--- src/rtl/padder_pkg.sv ---
package padder_pkg;
  localparam int TYPE_W = 3;

  typedef enum logic [TYPE_W-1:0] {
    WT_DATA = 3'b000,
    WT_HEAD = 3'b010,
    WT_EOB  = 3'b100,
    WT_FILL = 3'b110
  } wordType_t;

  typedef struct packed {
    logic emitBuf;   // present buffer head word and pop it
    logic emitFill;  // present the filler word, no pop
    logic inXfer;    // emission belongs to a block transfer
    logic clrXfer;   // new transfer starts: clear parity and block-end flag
    logic raiseErr;  // request the ending bus error
  } strobes_t;

  typedef enum logic [1:0] {
    S_IDLE,
    S_STREAM,
    S_BERR,
    S_DONE
  } state_t;
endpackage

--- src/rtl/padder_datapath.sv ---
module padder_datapath
  import padder_pkg::*;
#(
  parameter int WORD_W = 32
) (
  input  logic              clk,
  input  logic              rstN,
  input  logic              cfgWe,
  input  logic              cfgAlign,
  input  logic              blkEndEn,
  input  logic [WORD_W-1:0] bufWord,
  input  strobes_t          stb,
  output logic              oddWords,
  output logic              eobSeen,
  output logic              alignOn,
  output logic [WORD_W-1:0] outData,
  output logic              outValid,
  output logic              busErrReq
);
  localparam logic [WORD_W-1:0] FILL_WORD = {WT_FILL, {(WORD_W-TYPE_W){1'b0}}};

  logic [TYPE_W-1:0] headType;
  logic              isEob;

  assign headType = bufWord[WORD_W-1 -: TYPE_W];
  assign isEob    = (headType == WT_EOB);

  always_ff @(posedge clk) begin
    if (!rstN) begin
      alignOn   <= 1'b0;
      outData   <= '0;
      outValid  <= 1'b0;
      busErrReq <= 1'b0;
      oddWords  <= 1'b0;
      eobSeen   <= 1'b0;
    end else begin
      if (cfgWe) alignOn <= cfgAlign;
      outValid  <= stb.emitBuf | stb.emitFill;
      busErrReq <= stb.raiseErr;
      if (stb.emitBuf)       outData <= bufWord;
      else if (stb.emitFill) outData <= FILL_WORD;
      if (stb.clrXfer) begin
        oddWords <= 1'b0;
        eobSeen  <= 1'b0;
      end else if (stb.inXfer) begin
        if (stb.emitBuf | stb.emitFill) oddWords <= ~oddWords;
        if (stb.emitBuf && blkEndEn && isEob) eobSeen <= 1'b1;
      end
    end
  end
endmodule

--- src/rtl/padder_ctrl.sv ---
module padder_ctrl
  import padder_pkg::*;
(
  input  logic     clk,
  input  logic     rstN,
  input  logic     xferActive,
  input  logic     singleRd,
  input  logic     chained,
  input  logic     lastInChain,
  input  logic     wide64,
  input  logic     bufEmpty,
  input  logic     oddWords,
  input  logic     eobSeen,
  input  logic     alignOn,
  output strobes_t stb,
  output logic     bufPop
);
  state_t state, nextState;
  logic   padNeed;
  logic   mayPad;

  assign mayPad  = !chained || lastInChain;
  assign padNeed = oddWords && mayPad && (alignOn || wide64);

  always_comb begin
    stb       = '0;
    nextState = state;
    case (state)
      S_IDLE: begin
        if (xferActive) begin
          stb.clrXfer = 1'b1;
          nextState   = S_STREAM;
        end else if (singleRd && !bufEmpty) begin
          stb.emitBuf = 1'b1;
        end
      end
      S_STREAM: begin
        if (!xferActive) begin
          nextState = S_IDLE;
        end else if (bufEmpty || eobSeen) begin
          if (padNeed) begin
            stb.emitFill = 1'b1;
            stb.inXfer   = 1'b1;
            nextState    = S_BERR;
          end else begin
            stb.raiseErr = 1'b1;
            nextState    = S_DONE;
          end
        end else begin
          stb.emitBuf = 1'b1;
          stb.inXfer  = 1'b1;
        end
      end
      S_BERR: begin
        stb.raiseErr = 1'b1;
        nextState    = S_DONE;
      end
      default: begin
        if (!xferActive) nextState = S_IDLE;
      end
    endcase
  end

  assign bufPop = stb.emitBuf;

  always_ff @(posedge clk) begin
    if (!rstN) state <= S_IDLE;
    else       state <= nextState;
  end
endmodule

--- src/rtl/even_word_padder.sv ---
module even_word_padder
  import padder_pkg::*;
#(
  parameter int WORD_W = 32
) (
  input  logic              clk,
  input  logic              rstN,
  input  logic              cfgWe,
  input  logic              cfgAlign,
  input  logic              blkEndEn,
  input  logic              xferActive,
  input  logic              singleRd,
  input  logic              chained,
  input  logic              lastInChain,
  input  logic              wide64,
  input  logic [WORD_W-1:0] bufWord,
  input  logic              bufEmpty,
  output logic              bufPop,
  output logic [WORD_W-1:0] outData,
  output logic              outValid,
  output logic              busErrReq
);
  strobes_t stb;
  logic     oddWords;
  logic     eobSeen;
  logic     alignOn;

  padder_ctrl u_ctrl (
    .clk        (clk),
    .rstN       (rstN),
    .xferActive (xferActive),
    .singleRd   (singleRd),
    .chained    (chained),
    .lastInChain(lastInChain),
    .wide64     (wide64),
    .bufEmpty   (bufEmpty),
    .oddWords   (oddWords),
    .eobSeen    (eobSeen),
    .alignOn    (alignOn),
    .stb        (stb),
    .bufPop     (bufPop)
  );

  padder_datapath #(.WORD_W(WORD_W)) u_dp (
    .clk      (clk),
    .rstN     (rstN),
    .cfgWe    (cfgWe),
    .cfgAlign (cfgAlign),
    .blkEndEn (blkEndEn),
    .bufWord  (bufWord),
    .stb      (stb),
    .oddWords (oddWords),
    .eobSeen  (eobSeen),
    .alignOn  (alignOn),
    .outData  (outData),
    .outValid (outValid),
    .busErrReq(busErrReq)
  );
endmodule

--- config.mk ---
export PLATFORM = sky130hd
export DESIGN_NAME = even_word_padder
export DESIGN_NICKNAME = d
export VERILOG_FILES = /design/src/rtl/padder_pkg.sv /design/src/rtl/padder_datapath.sv /design/src/rtl/padder_ctrl.sv /design/src/rtl/even_word_padder.sv
export SDC_FILE = /design/constraint.sdc
export NUM_CORES = 1
export LEC_CHECK = 0
export BUFFER_PORTS_ARGS = -buffer_cell sky130_fd_sc_hd__buf_2
export CORE_MARGIN = 5
export CORE_UTILIZATION = 50
export DETAILED_ROUTE_END_ITERATION = 12
export HOLD_SLACK_MARGIN = 0.06
export MAX_ROUTING_LAYER = met4
export PLACE_DENSITY = 0.86
export SYNTH_ARGS = -nofsm -noshare
export SYNTH_HDL_FRONTEND = slang
export SYNTH_SLANG_ARGS = --single-unit
--- constraint.sdc ---
create_clock -name clk -period 5.05 [get_ports clk]
set_clock_uncertainty 0.2 [all_clocks]
set_input_delay 1.01 -clock clk [delete_from_list [all_inputs] [get_ports clk]]
set_output_delay 1.01 -clock clk [all_outputs]
set_load 0.005 [all_outputs]
Word-level counts from Yosys, hierarchy flattened
Cells that the tools add are included.
{ "totals": {"memories": 0, "elab_cells": 55, "latchBits": 0, "romBits": 0, "ramBits": 0, "reg_bits": 39, "inputBits": 43, "output_inout_bits": 35} }
{ "op_classes": {"n_reduce_logical": 16, "order_cmp": 0, "n_div": 0, "muxes": 23, "eq_ne": 6, "shifts": 0, "n_mul": 0, "bitwise_logic": 3, "addsub": 0} }
{ "op_table": {"columns": ["cell", "n"], "rows": [
  ["2-to-1 mux 32 bit", 2],
  ["2-to-1 mux 2 bit", 6],
  ["2-to-1 mux 1 bit", 11],
  ["one-hot mux 2 bit (3 select lines)", 1],
  ["logical AND 1 bit", 5],
  ["inequality test 4 x 1 -> 1 bit, second input constant", 1],
  ["one-hot mux 1 bit (2 select lines)", 2],
  ["AND reduction 2 bit", 2],
  ["equality test 3 bit, second input constant", 1],
  ["logical OR 1 bit", 3],
  ["2-to-1 mux 3 bit", 1],
  ["inequality test 3 x 2 -> 1 bit, second input constant", 1],
  ["AND reduction 3 bit", 1],
  ["equality test 2 x 1 -> 1 bit, second input constant", 1],
  ["equality test 2 bit, second input constant", 1],
  ["zero test 1 bit", 2],
  ["zero test 2 bit", 1],
  ["inequality test 2 bit, second input constant", 1],
  ["inverter 1 bit", 2],
  ["nonzero test 2 bit", 1],
  ["OR reduction 2 bit", 1],
  ["OR 1 bit", 1]
]} }

Longest topological paths before layout
{ "depth": {"depth_word": 11, "depth_mapped": 8, "mapped_depth_nobuf": 6} }

Cells and area by module
A second synthesis with hierarchy kept.
{ "unflattened": {"hier_cells": 195, "area_unflattened_um2": 1736.7} }
{ "by_module_without_submodules": {"columns": ["mod", "cells_per_inst", "instances", "area_each_um2", "seq_area_each_um2"], "rows": [
  ["padder_datapath", 158, 1, 1453.9, 740.7],
  ["padder_ctrl", 37, 1, 282.8, 40.0]
]} }

Worst setup path after synthesis
No wires, ideal clock.
{ "synth_timing": {"path_type": "in2out", "start": "input port xferActive", "end": "output port bufPop", "path_stages": 6, "arrival_ns": 1.821, "slack_ns": 2.019, "required_time_ns": 3.840, "cell_sequence": "buf_6 and4bb_2 buf_2 nor2_2 inv_2 buf_2"} }
{ "synth_between": {"elab_chain_cells": 2, "elab_cells_between_ends": 3} }
{ "synth_rtl": {"columns": ["item", "line", "rtl"], "rows": [
  ["start, declared", "even_word_padder.sv:11", "input logic xferActive,"],
  ["2-to-1 mux 3 bit / 2-to-1 mux 1 bit (equally long branches)", "padder_ctrl.sv:38, padder_ctrl.sv:30", null],
  ["one-hot mux 1 bit (2 select lines) (*)", "padder_ctrl.sv:28", "case (state)"],
  ["end, declared", "even_word_padder.sv:18", "output logic bufPop,"]
]} }
Every way passes the cells marked *; elsewhere a longest branch is shown, timed or not.

Worst setup path after layout
Same ends and word-level chain as after synthesis.

==> results.json <==
{
  "dp_hpwl_microns": 3060,
  "clock_latency_ps": 280,
  "reg2reg_depth": 5,
  "period_share": 0.740,
  "end_kind": "output pin",
  "switching_share": 0.307,
  "core_sq_mm": 0.00363,
  "max-clock-path-buffers": 2,
  "irDropWorstVdd_mv": 0.189,
  "numClockSinks": 39,
  "drt_pre_antenna_iters": 4,
  "fp.dieH_microns": 70.8,
  "antenna_found_initial": 0,
  "antenna_cells": 0,
  "final_nets": 313,
  "rows": 22,
  "worst_pin_slew_ps": 1150,
  "drt_iter0_markers": 161,
  "cts_resized": 0,
  "r2r_start": "u_ctrl.state[1]",
  "syn_area_sq_mm": 0.00185,
  "mostFrequentLayoutCells": "buf_2, dfxtp_1, nor3_1",
  "ios": 78,
  "crit_top_cell": "buf_2",
  "rsz0062_at_grt": "no",
  "finalHoldViolCount": 0,
  "drt.antenna.violating_nets": 0,
  "r2r_slack_ps": 2430,
  "via_per_inst": 5.61,
  "hold_slack_ps": 325,
  "slowest_stage": "inv_2",
  "p_switching_uw": 245,
  "cts_max_level": 2,
  "wire_per_inst_microns": 14.4,
  "max_stage_delay_ps": 420,
  "worst_ep_required_time_ps": 3840,
  "synth_area_per_cell_sq_um": 9.11,
  "p_leak_nw": 1.04,
  "power.density_mw_per_mm2": 354,
  "path_clk_slew_ps": 70,
  "slew_headroom": 0.236,
  "cts_hold_buf": 0,
  "grt-ovfl-total": 0,
  "hold_path_end": "u_dp.alignOn",
  "cts_tree": "done",
  "ys_warn_count": 0,
  "hold_class": "flop to flop",
  "start_kind": "input pin",
  "drv_slew": 0,
  "synth-seq-cells": 39,
  "synth_cell_type_count": 37,
  "layout_commonest_cell": "buf_2",
  "track_usage": 0.188,
  "min_path_cells": 2,
  "cp.arrival_ps": 2530,
  "r2r_end": "u_dp.outData[31]",
  "outcome": "complete, no violations",
  "fmax_mhz": 267,
  "p_int_uw": 554,
  "final.min_clock_period_ps": 3740,
  "wl_microns": 4530,
  "place_congestion": 0.780,
  "grt_max_degree": 66,
  "setup.worst_path.class": "input pin to output pin",
  "syn_nets": 250,
  "syn2layout_area_growth_pct": 21.9,
  "synthCells": 203,
  "post_cts_buffers": 0,
  "setup_tns_ps": 0,
  "clock-root-buffer": "clkbuf_8",
  "drc": 0,
  "die_area_sq_mm": 0.00501,
  "first_global_vias": 1741,
  "power_frac_seq": 0.460,
  "drive_gt1_frac": 0.353,
  "tritoncts.num_buffers": 5,
  "pwr-share-comb": 0.282,
  "setup_violations": 0,
  "vias": 1761,
  "numPortBuffers": 77,
  "grt_first_pass_wirelength_microns": 7550,
  "path_cells": "buf_2, and4bb_2, buf_4, nor2_2, inv_2, buf_2",
  "dieWidth_microns": 70.8,
  "holdCritStartpoint": "u_dp.alignOn",
  "start_util": 0.509,
  "clock_power_share": 0.258,
  "drv_cap": 0,
  "worst-path-max-fanout": 33,
  "ys_seq_area_frac": 0.422
}
synthesized netlist by cell type (all sizes together):
cell type	n	area share
dfxtp	39	0.42
nor3	33	0.089
nand2	32	0.065
a32o	30	0.16
clkbuf	12	0.024
buf	11	0.053
nor2	7	0.016
inv	6	0.012
ha	4	0.027
a211oi	2	0.0081
a21oi	2	0.0054
a221oi	2	0.0095
and4bb	2	0.014
nand2b	2	0.0068
a31oi	1	0.0034
a41oi	1	0.0047
and2	1	0.0034
and3	1	0.0041
and4	1	0.0047
mux2	1	0.0061
mux2i	1	0.0054
nor2b	1	0.0034
nor3b	1	0.0041
nor4bb	1	0.0054
o211a	1	0.0054
o211ai	1	0.0068
o21ai	1	0.0027
o221ai	1	0.0047
o22a	1	0.0047
o22ai	1	0.0034
o41ai	1	0.0047
or2	1	0.0034
or4b	1	0.0054
cell type report:
cell class                 count  area [sq um]
inverter                       6          22.5
fill                         352          1380
timing repair buffer          79           400
tap                           48          60.1
multi-input combinational    135           903
sequential                    39           781
clock buffer                   6          82.6
clock inverter                 1          5.00
sequential cells by signal, summed over array words and instances, names as in the netlist:
| register | cells |
|---|---|
| u_dp.outValid | 1 |
| u_dp.eobSeen | 1 |
| u_dp.oddWords | 1 |
| u_dp.busErrReq | 1 |
| u_dp.alignOn | 1 |
| u_dp.outData | 32 |
| u_ctrl.state | 2 |
cells by family after synthesis:
group | after synthesis | synth area share
adders and majority gates | 4 | 0.0271
AOI/OAI and AO/OA | 45 | 0.226
muxes | 2 | 0.0115
DFF | 39 | 0.422
buffers and inverters | 29 | 0.0893
and+or+nand+nor | 84 | 0.224
power groups by stage:
| stage | clock network, mW | registers, mW | logic [mW] |
|---|---|---|---|
| after floorplan | 0 | 0.376 | 0.147 |
| after global placement | 0 | 0.373 | 0.221 |
| after detailed placement | 0 | 0.374 | 0.226 |
| after CTS | 0.212 | 0.367 | 0.227 |
| after global routing | 0.226 | 0.373 | 0.253 |
| final | 0.206 | 0.367 | 0.226 |
worst max-delay path: cells and delay by family:
kind          cells  cell delay, ps
buf+inv           4            1130
simple gates      2             370
per-stage QoR:
| step | utilization | std cells | area (sq um) | worst slack, ps | power [mW] |
|---|---|---|---|---|---|
| floorplan | - | 203 | 1850 | 2020 | 0.523 |
| CTS | 0.621 | 314 | 2250 | 1300 | 0.807 |
| detailed placement | 0.596 | 307 | 2170 | 1310 | 0.601 |
| global placement | 0.596 | 307 | 2170 | 1330 | 0.594 |
| finish | 0.621 | 314 | 2250 | 1310 | 0.799 |
| global route | 0.621 | 314 | 2250 | 1190 | 0.851 |
worst max path at each step:
stage | startpoint | end | cells past startpoint
final | xferActive | bufPop | 6
after global routing | xferActive | bufPop | 6
after CTS | xferActive | bufPop | 6
after detailed placement | xferActive | bufPop | 6
after global placement | xferActive | bufPop | 6
after floorplan | xferActive | bufPop | 6
per-layer routing:
metal / part of all wire / track usage / vias to the layer above
met3: 0.077 / 0.0398 / 7
met5: 0 / - / -
met1: 0.42 / 0.218 / 813
li1: - / - / 878
met4: 0.016 / 0.0752 / 0
met2: 0.48 / 0.315 / 63
(Power assumes the default switching activity.)
